**config.mk**
```make
export PLATFORM = sky130hd
export DESIGN_NAME = l2dm_ctrl
export DESIGN_NICKNAME = d
export VERILOG_FILES = /design/src/rtl/l2dm_pkg.sv /design/src/rtl/l2dm_tag_ram.sv /design/src/rtl/l2dm_beat_seq.sv /design/src/rtl/l2dm_ctrl.sv
export SDC_FILE = /design/constraint.sdc
export NUM_CORES = 2
export LEC_CHECK = 0
export ABC_CLOCK_PERIOD_IN_PS = 19320
export CORE_ASPECT_RATIO = 1.75
export CORE_MARGIN = 5
export CORE_UTILIZATION = 40
export CTS_BUF_LIST = sky130_fd_sc_hd__clkbuf_4 sky130_fd_sc_hd__clkbuf_8
export DETAILED_ROUTE_END_ITERATION = 10
export GPL_ROUTABILITY_DRIVEN = 0
export PLACE_DENSITY = 0.55
export SKIP_CTS_REPAIR_TIMING = 1
export SLEW_MARGIN = 10
export SYNTH_ARGS = -nofsm -noshare
export SYNTH_HDL_FRONTEND = slang
export SYNTH_HIERARCHICAL = 1
export SYNTH_SLANG_ARGS = --single-unit
```
**constraint.sdc**
```tcl
create_clock -name clk -period 19.32 [get_ports clk]
set_clock_uncertainty 0.2 [all_clocks]
set_input_delay 4.83 -clock clk [delete_from_list [all_inputs] [get_ports clk]]
set_output_delay 4.83 -clock clk [all_outputs]
set_load 0.02 [all_outputs]
```
**src/rtl/l2dm_pkg.sv**
```systemverilog
package l2dm_pkg;

  typedef enum logic [2:0] {
    ST_IDLE,
    ST_LOOK,
    ST_XFER,
    ST_WB_REQ,
    ST_WB_WAIT,
    ST_FILL_REQ,
    ST_FILL_WAIT
  } l2dm_state_e;

endpackage

```
**src/rtl/l2dm_tag_ram.sv**
```systemverilog
module l2dm_tag_ram #(
  parameter int IDX_BITS = 7,
  parameter int TAG_W    = 6
) (
  input  logic                clk,
  input  logic                rst_n,
  output logic                busy_o,
  input  logic [IDX_BITS-1:0] cpu_idx,
  output logic                cpu_v,
  output logic                cpu_d,
  output logic [TAG_W-1:0]    cpu_t,
  input  logic                cpu_we,
  input  logic                cpu_wr_dirty,
  input  logic [TAG_W-1:0]    cpu_wr_tag,
  input  logic [IDX_BITS-1:0] snp_idx,
  output logic                snp_v,
  output logic                snp_d,
  output logic [TAG_W-1:0]    snp_t,
  input  logic                snp_inv
);
  localparam int DEPTH = 1 << IDX_BITS;
  localparam logic [IDX_BITS-1:0] LAST = IDX_BITS'(DEPTH - 1);

  logic [DEPTH-1:0] vld_q;
  logic [DEPTH-1:0] dty_q;
  logic [TAG_W-1:0] tag_q [DEPTH];
  logic [IDX_BITS-1:0] sweep_q;
  logic busy_q;

  assign busy_o = busy_q;

  always_ff @(posedge clk or negedge rst_n) begin
    if (!rst_n) begin
      sweep_q <= '0;
      busy_q  <= 1'b1;
    end else if (busy_q) begin
      sweep_q <= sweep_q + 1'b1;
      if (sweep_q == LAST) busy_q <= 1'b0;
    end
  end

  always_ff @(posedge clk) begin
    if (busy_q) begin
      vld_q[sweep_q] <= 1'b0;
    end else begin
      if (cpu_we) begin
        vld_q[cpu_idx] <= 1'b1;
        dty_q[cpu_idx] <= cpu_wr_dirty;
        tag_q[cpu_idx] <= cpu_wr_tag;
      end
      if (snp_inv && !(cpu_we && cpu_idx == snp_idx))
        vld_q[snp_idx] <= 1'b0;
    end
  end

  assign cpu_v = vld_q[cpu_idx];
  assign cpu_d = dty_q[cpu_idx];
  assign cpu_t = tag_q[cpu_idx];
  assign snp_v = vld_q[snp_idx];
  assign snp_d = dty_q[snp_idx];
  assign snp_t = tag_q[snp_idx];

endmodule

```
**src/rtl/l2dm_beat_seq.sv**
```systemverilog
module l2dm_beat_seq #(
  parameter int BEATS = 4
) (
  input  logic                     clk,
  input  logic                     rst_n,
  input  logic                     start_i,
  input  logic                     std_i,
  input  logic                     write_i,
  output logic                     active_o,
  output logic                     beat_o,
  output logic [$clog2(BEATS)-1:0] idx_o,
  output logic                     last_o
);
  localparam int BEAT_W = $clog2(BEATS);
  localparam logic [BEAT_W-1:0] FINAL = BEAT_W'(BEATS - 1);

  logic              active_q;
  logic              wait_q;
  logic [BEAT_W-1:0] num_q;

  assign active_o = active_q;
  assign beat_o   = active_q && !wait_q;
  assign last_o   = beat_o && (num_q == FINAL);
  assign idx_o    = num_q;

  always_ff @(posedge clk or negedge rst_n) begin
    if (!rst_n) begin
      active_q <= 1'b0;
      wait_q   <= 1'b0;
      num_q    <= '0;
    end else if (start_i) begin
      active_q <= 1'b1;
      num_q    <= '0;
      wait_q   <= std_i && write_i;
    end else if (beat_o) begin
      if (last_o) begin
        active_q <= 1'b0;
      end else begin
        num_q  <= num_q + 1'b1;
        wait_q <= std_i;
      end
    end else if (active_q) begin
      wait_q <= 1'b0;
    end
  end

endmodule

```
**src/rtl/l2dm_ctrl.sv**
```systemverilog
module l2dm_ctrl
  import l2dm_pkg::*;
#(
  parameter int LA_W  = 12,
  parameter int IDX_W = 6,
  parameter int BEATS = 4
) (
  input  logic                     clk,
  input  logic                     rst_n,
  input  logic                     size_big,
  input  logic                     std_sram,
  input  logic                     req_valid,
  output logic                     req_ready,
  input  logic [LA_W-1:0]          req_addr,
  input  logic                     req_write,
  output logic                     beat_o,
  output logic [$clog2(BEATS)-1:0] beat_idx,
  output logic                     sram_en,
  output logic                     sram_we,
  output logic                     mem_req_valid,
  input  logic                     mem_req_ready,
  output logic                     mem_req_wb,
  output logic [LA_W-1:0]          mem_req_addr,
  input  logic                     mem_done,
  input  logic                     snp_valid,
  output logic                     snp_ready,
  input  logic [LA_W-1:0]          snp_addr,
  input  logic                     snp_write,
  output logic                     snp_rsp_valid,
  output logic                     snp_hit,
  output logic                     snp_wb_needed
);
  localparam int IDX_BITS = IDX_W + 1;
  localparam int TAG_W    = LA_W - IDX_W;

  function automatic logic [IDX_BITS-1:0] idx_of(input logic [LA_W-1:0] a, input logic big);
    return big ? a[IDX_W:0] : {1'b0, a[IDX_W-1:0]};
  endfunction

  function automatic logic [TAG_W-1:0] tag_of(input logic [LA_W-1:0] a);
    return a[LA_W-1:IDX_W];
  endfunction

  l2dm_state_e state_q, state_d;
  logic [LA_W-1:0] addr_q;
  logic            write_q;

  logic                busy;
  logic [IDX_BITS-1:0] cur_idx, s_idx;
  logic [TAG_W-1:0]    cur_tag, s_tag, cpu_t, snp_t;
  logic                cpu_v, cpu_d, snp_v, snp_d;
  logic                cpu_hit, s_hit, s_acc, s_inv;
  logic                cpu_we, cpu_wr_dirty;
  logic                seq_start, seq_active, seq_last;

  assign cur_idx = idx_of(addr_q, size_big);
  assign cur_tag = tag_of(addr_q);
  assign s_idx   = idx_of(snp_addr, size_big);
  assign s_tag   = tag_of(snp_addr);
  assign cpu_hit = cpu_v && (cpu_t == cur_tag);
  assign s_hit   = snp_v && (snp_t == s_tag);

  l2dm_tag_ram #(.IDX_BITS(IDX_BITS), .TAG_W(TAG_W)) tags_i (
    .clk         (clk),
    .rst_n       (rst_n),
    .busy_o      (busy),
    .cpu_idx     (cur_idx),
    .cpu_v       (cpu_v),
    .cpu_d       (cpu_d),
    .cpu_t       (cpu_t),
    .cpu_we      (cpu_we),
    .cpu_wr_dirty(cpu_wr_dirty),
    .cpu_wr_tag  (cur_tag),
    .snp_idx     (s_idx),
    .snp_v       (snp_v),
    .snp_d       (snp_d),
    .snp_t       (snp_t),
    .snp_inv     (s_inv)
  );

  l2dm_beat_seq #(.BEATS(BEATS)) seq_i (
    .clk     (clk),
    .rst_n   (rst_n),
    .start_i (seq_start),
    .std_i   (std_sram),
    .write_i (write_q),
    .active_o(seq_active),
    .beat_o  (beat_o),
    .idx_o   (beat_idx),
    .last_o  (seq_last)
  );

  assign req_ready = (state_q == ST_IDLE) && !busy;
  assign snp_ready = !busy && ((state_q == ST_IDLE) || (state_q == ST_XFER));
  assign sram_en   = seq_active;
  assign sram_we   = seq_active && write_q;

  always_comb begin
    state_d      = state_q;
    seq_start    = 1'b0;
    cpu_we       = 1'b0;
    cpu_wr_dirty = 1'b0;
    mem_req_valid = 1'b0;
    mem_req_wb   = 1'b0;
    mem_req_addr = addr_q;
    case (state_q)
      ST_IDLE: if (req_valid && req_ready) state_d = ST_LOOK;
      ST_LOOK: begin
        if (cpu_hit) begin
          seq_start = 1'b1;
          state_d   = ST_XFER;
          if (write_q) begin
            cpu_we       = 1'b1;
            cpu_wr_dirty = 1'b1;
          end
        end else if (cpu_v && cpu_d) begin
          state_d = ST_WB_REQ;
        end else begin
          state_d = ST_FILL_REQ;
        end
      end
      ST_XFER: if (seq_last) state_d = ST_IDLE;
      ST_WB_REQ: begin
        mem_req_valid = 1'b1;
        mem_req_wb    = 1'b1;
        mem_req_addr  = {cpu_t, cur_idx[IDX_W-1:0]};
        if (mem_req_ready) state_d = ST_WB_WAIT;
      end
      ST_WB_WAIT: if (mem_done) state_d = ST_FILL_REQ;
      ST_FILL_REQ: begin
        mem_req_valid = 1'b1;
        if (mem_req_ready) state_d = ST_FILL_WAIT;
      end
      ST_FILL_WAIT: begin
        if (mem_done) begin
          cpu_we  = 1'b1;
          state_d = ST_LOOK;
        end
      end
      default: state_d = ST_IDLE;
    endcase
  end

  always_ff @(posedge clk or negedge rst_n) begin
    if (!rst_n) begin
      state_q <= ST_IDLE;
      addr_q  <= '0;
      write_q <= 1'b0;
    end else begin
      state_q <= state_d;
      if (req_valid && req_ready) begin
        addr_q  <= req_addr;
        write_q <= req_write;
      end
    end
  end

  assign s_acc = snp_valid && snp_ready;
  assign s_inv = s_acc && snp_write && s_hit;

  always_ff @(posedge clk or negedge rst_n) begin
    if (!rst_n) begin
      snp_rsp_valid <= 1'b0;
      snp_hit       <= 1'b0;
      snp_wb_needed <= 1'b0;
    end else begin
      snp_rsp_valid <= s_acc;
      snp_hit       <= s_acc && s_hit;
      snp_wb_needed <= s_acc && s_hit && snp_d && !snp_write;
    end
  end

endmodule

```
# Word-level counts from Yosys, hierarchy flattened
# Memories as Yosys holds them, arrays and structs flattened.
# Index checks and enable logic that the tools add are counted.
# totals
reg_bits,287
ramBits,768
in_bits,34
output_inout_bits,24
wordCells,138
n_memories,1
# memory_table
memory,words,word_bits,rd,rd_ports_with_merged_regs,write_ports,line,rtl
tags_i.tag_q,128,6,2,0,1,l2dm_tag_ram.sv:26,logic [TAG_W-1:0] tag_q [DEPTH];
# classes
addsub,2
n_lt_le_gt_ge,6
n_eq_ne,19
n_mux,55
n_bitwise,6
n_reduce_logical,36
# op_table
cell,count
128-bit 2-to-1 mux,4
128-bit bitwise AND,2
128-bit inverter,2
128-bit bitwise mux,1
128-bit bitwise OR,1
1-bit binary-select mux with 7-bit select,4
1-bit 2-to-1 mux,27
7-bit by 8-bit less-than comparator with 1-bit output (second input constant),3
3-bit 2-to-1 mux,8
1-bit demux with 7-bit select,3
7-bit by 1-bit >= comparator with 1-bit output (second input constant),3
1-bit logical AND,21
3-bit case mux with 7 select lines,1
7-bit 2-to-1 mux,2
6-bit == test,2
12-bit 2-to-1 mux,1
3-bit == test (second input constant),3
2-bit != test (second input constant),4
2-bit AND reduction,4
7-bit by 1-bit adder with 7-bit output (second input constant),1
7-bit == test,1
7-bit == test (second input constant),1
3-bit by 2-bit == test with 1-bit output (second input constant),2
2-bit 2-to-1 mux,3
14 further kinds,20

# Longest topological paths before layout
# depth
word_depth,11
ltp_mapped,23
ltp_nobuf,17

# Hierarchy
# The synthesis kept the hierarchy.
# by_module_without_submodules
mod,n_inst,cells_each,area_each_um2,seq_area_each_um2
l2dm_tag_ram,1,3772,49144.6,29669.7
l2dm_ctrl,1,106,1267.5,475.5
l2dm_beat_seq,1,20,237.7,100.1

# Least setup slack after synthesis
# No wires, ideal clock.
# synth_path
path_type,input -> output
from,input size_big
to,output mem_req_addr[6]
arrival_ns,6.343
t_required_ns,14.290
path_slack_ns,7.947
path_stages,7
n_path_buf,2
path_cell_list,and2_1 > clkbuf_1 > clkbuf_1 > o211ai_1 > a31oi_1 > a2bb2oi_1 > mux2_1
# synth_via
elab_chain_cells,3
# synth_lines
element,line,rtl
start: declaration,l2dm_ctrl.sv:10,"input logic size_big,"
7-bit 2-to-1 mux,l2dm_ctrl.sv:37,"return big ? a[IDX_W:0] : {1'b0, a[IDX_W-1:0]};"
memory 128 x 6 bit,-,
named net cpu_t[0],l2dm_ctrl.sv:50,"logic [TAG_W-1:0] cur_tag, s_tag, cpu_t, snp_t;"
12-bit 2-to-1 mux,l2dm_ctrl.sv:106,case (state_q)
end: declaration,l2dm_ctrl.sv:23,"output logic [LA_W-1:0] mem_req_addr,"
# The timed path passes the listed nets, and every way through them passes these cells.

# Worst setup path after layout
# layout_path
from,input size_big
to,output mem_req_addr[10]
# layout_via
elab_chain_cells,3
# layout_lines
element,line,rtl
7-bit 2-to-1 mux,l2dm_ctrl.sv:37,
named net cur_idx[6],l2dm_ctrl.sv:49,"logic [IDX_BITS-1:0] cur_idx, s_idx;"
memory 128 x 6 bit,-,
named net cpu_t[4],l2dm_ctrl.sv:50,
12-bit 2-to-1 mux,l2dm_ctrl.sv:106,
# The timed path passes the listed nets, and every way through them passes these cells.

==> flow_summary_export.csv <==
group,metric,value,unit
run_status,status,"finished with violations",
run_status,violations,"max-capacitance violations, max-slew violations",
synthesis,yosysWarnings,6,
job,cap_violations,1,
power_and_ir_drop,p_int,4.546,mW
power_and_ir_drop,swShare,0.4349,
layout,layout.nets,3835,
layout,finalNonFillerCells,5579,
detailed_routing,drc,0,
timing,timing.final.crit_period,13.87,ns
detailed_routing,firstDrtPassIters,9,
layout,layout-drive-gt1-share,0.1529,
global_route,grt_pass1_vias,42110,
critical_path,crit_path_start,"size_big",
critical_path,crit_family,"buffers and inverters",
detailed_routing,wirelength,240.4,mm
synthesis,synth_common_cells,"896 x edfxtp_1, 653 x a221oi_1, 295 x nor2_1",
floorplan,io_pins,58,
cts,clk_latency,0.90,ns
detailed_routing,via_count,43200,
critical_path,worstSetupStartpointType,"input pin",
placement,dp_hpwl,142.3,mm
timing,period_share,0.7177,
global_route,grt_pass1_wl,327.6,mm
power_and_ir_drop,power.density,145.4,nW/um^2
critical_path,critPathArrivalTime,8.84,ns
synthesis,yosys_most_used_dff,"edfxtp_1",
floorplan,fp.dieH,480.7,um
critical_path,critPathBufInv,4,
timing,setup-tns-final,0,ns
synthesis,yosysTopAreaCell,"edfxtp_1",
synthesis,yosysMostFrequentCell,"edfxtp_1",
timing,final_hold_viol_count,0,
critical_path,worstPathMaxFanout,23,
synthesis,ys_seq_area_frac,0.5971,
timing,worst_pin_slew,1.534,ns
critical_path,r2r-start,"addr_q[0]$_DFFE_PN0P_",
synthesis,synth_cell_types,95,
floorplan,initial_core_util,0.4030,
power_and_ir_drop,pwr-share-seq,0.368,
synthesis,yosysTopAreaCellShare,0.5312,
critical_path,cp-end-kind,"output port",
global_route,antenna_found_initial,12,
power_and_ir_drop,vdd_drop_max,0.1081,mV
detailed_routing,ant_nets,0,
synthesis,ys_top_cells_by_area,"edfxtp_1 53%, a221oi_1 11%, dfxtp_1 5.1%",
critical_path,crit_chain,"clkdlybuf4s50_1 -> and2_1 -> buf_4 -> clkinv_1 -> o311a_1 -> o32ai_1 -> o221ai_1 -> mux2_1 -> clkdlybuf4s50_1",
worst_hold_path,hold_path.class,"flop to flop",
placement,portBuffers,57,
synthesis,synthesis.nets,3934,
synthesis,syn_area,50650,sq um
synthesis,synth-edff-count,896,
critical_path,cp_common_cell,"clkdlybuf4s50_1",
power_and_ir_drop,share_comb_of_total_power,0.406,
timing,max_slew_margin,-0.03145,
cts,cts_num_sinks,1055,
synthesis,synth_cells,3898,
floorplan,dieArea,134100,sq um
synthesis,ys_ff_latch,1055,
cts,h-tree-depth,4,
floorplan,die_w,279.0,um
timing,rsz0062_at_grt,"no",
worst_hold_path,holdCritStartpoint,"tags_i/vld_q[72]$_DFF_P_",
critical_path,worstPathRequired,14.29,ns
detailed_routing,drt_iter0_markers,7284,
timing,drv_slew,2,
synthesis,syn_avg_cell_area,12.99,sq um
layout,fin_util,0.4402,
power_and_ir_drop,clockPowerShare,0.226,
synthesis,async_flop_share,0.02938,
timing,finalSetupViolCount,0,
power_and_ir_drop,p_sw,3.498,mW
detailed_routing,vias_per_cell,7.744,
cts,root_buffer,"clkbuf_8",
global_route,overflow,0,
cts,clock_path_buffers,3,
floorplan,rows,172,
global_route,grt_use_total,0.3433,
timing,clock.fmax,72.12,MHz
cts,clkTransAtPathRegs,0.07,ns
floorplan,core,125700,sq um
critical_path,slowest_delay,0.57,ns
detailed_routing,wl_per_cell,43.10,um
critical_path,criticalPathCategory,"input pin to output port",
placement,place_inst,5295,
power_and_ir_drop,power,8.044,mW
cts,cts_tree,"done",
global_route,grt_max_degree,87,
cts,numCtsBuffers,154,
layout,synthToLayoutAreaGrowth,9.219,%
power_and_ir_drop,p_leak,17.19,nW
critical_path,cpMaxStageDelayCell,"clkinv_1",
==> layout by cell type, fill, tap and decap left out, types with 32 or more instances in the layout <==
cell	count
o221ai_1	181
nor2_1	294
a22oi_1	87
dfxtp_1	128
a22o_1	33
mux2i_1	133
edfxtp_1	896
o22a_1	39
mux2_2	86
nand2_1	112
clkdlybuf4s50_1	51
o22ai_1	60
buf_4	113
o21ai_0	211
a221oi_1	653
a21oi_1	70
clkbuf_4	51
o221a_2	32
clkbuf_8	161
==> flip-flops by register name (all words and copies together) (netlist names), 2 cells and up <==
name and flops:
tags_i/tag_q 768, addr_q 12, tags_i/dty_q 128, tags_i/sweep_q 7, seq_i/idx_o 2, state_q 3, tags_i/vld_q 128
==> kinds of logic after synthesis <==
family | synth area share
AO/OA/AOI/OAI | 0.2410
XOR/XNOR | 0.004496
buffers and inverters | 0.04340
flip-flops | 0.5971
AND/OR/NAND/NOR | 0.04946
adder cells (fa/ha/maj) | 0.0004940
multiplexers | 0.06401
==> metal layers <==
layer / track usage / up-vias / wire, um
met3: 0.09670 / 1311 / 29330
met1: 0.3825 / 21530 / 76520
met5: 0 / - / 0
met2: 0.5395 / 4005 / 108000
li1: - / 16360 / -
met4: 0.2967 / 0 / 26600
==> area by class of cell <==
class	instances	area [sq um]
Antenna cell	8	20.02
Clock buffer	211	2585
Clock inverter	64	390.4
Fill cell	11580	70360
Inverter	14	62.56
Multi-Input combinational cell	2396	18310
Sequential cell	1055	30280
Tap cell	1653	2068
Timing Repair Buffer	178	1598
==> power by group through the flow <==
stage	Combinational (mW)	Sequential, mW	Clock (mW)
6_report	3.27	2.96	1.82
5_1_grt	3.25	2.96	1.92
4_1_cts	3.08	2.95	1.83
3_5_place_dp	3.08	3.00	0
3_3_place_gp	3.07	3.00	0
2_1_floorplan	1.61	3.01	0
==> worst min-delay path: cells and delay by family (launching register included) <==
| kind | cells | cell delay [ns] |
|---|---|---|
| AO/OA/AOI/OAI | 2 | 0.13 |
| flip-flops | 1 | 0.32 |
==> final timing paths <==
path / end / slack (ns) / depth (start not counted)
max: mem_req_addr[10] / 5.45 / 9
min: tags_i/vld_q[72]$_DFF_P_ / 0.31 / 2
max reg2reg: tags_i/tag_q[119][4]$_DFFE_PP_ / 8.11 / 16
min reg2reg: tags_i/vld_q[72]$_DFF_P_ / 0.31 / 2
max in group asynchronous: addr_q[4]$_DFFE_PN0P_ / 14.45 / 1
min in group asynchronous: addr_q[1]$_DFFE_PN0P_ / 3.84 / 1
==> through the flow <==
step	setup WS (ns)	area (sq um)	hold WS (ns)
floorplan	7.947	50650	0.2724
global placement	5.878	52310	0.2868
detailed placement	5.815	52310	0.2969
CTS	5.791	55280	0.3060
global route	5.608	55300	0.3234
finish	5.454	55320	0.3081
No activity file was read; power rests on OpenSTA's default activity.
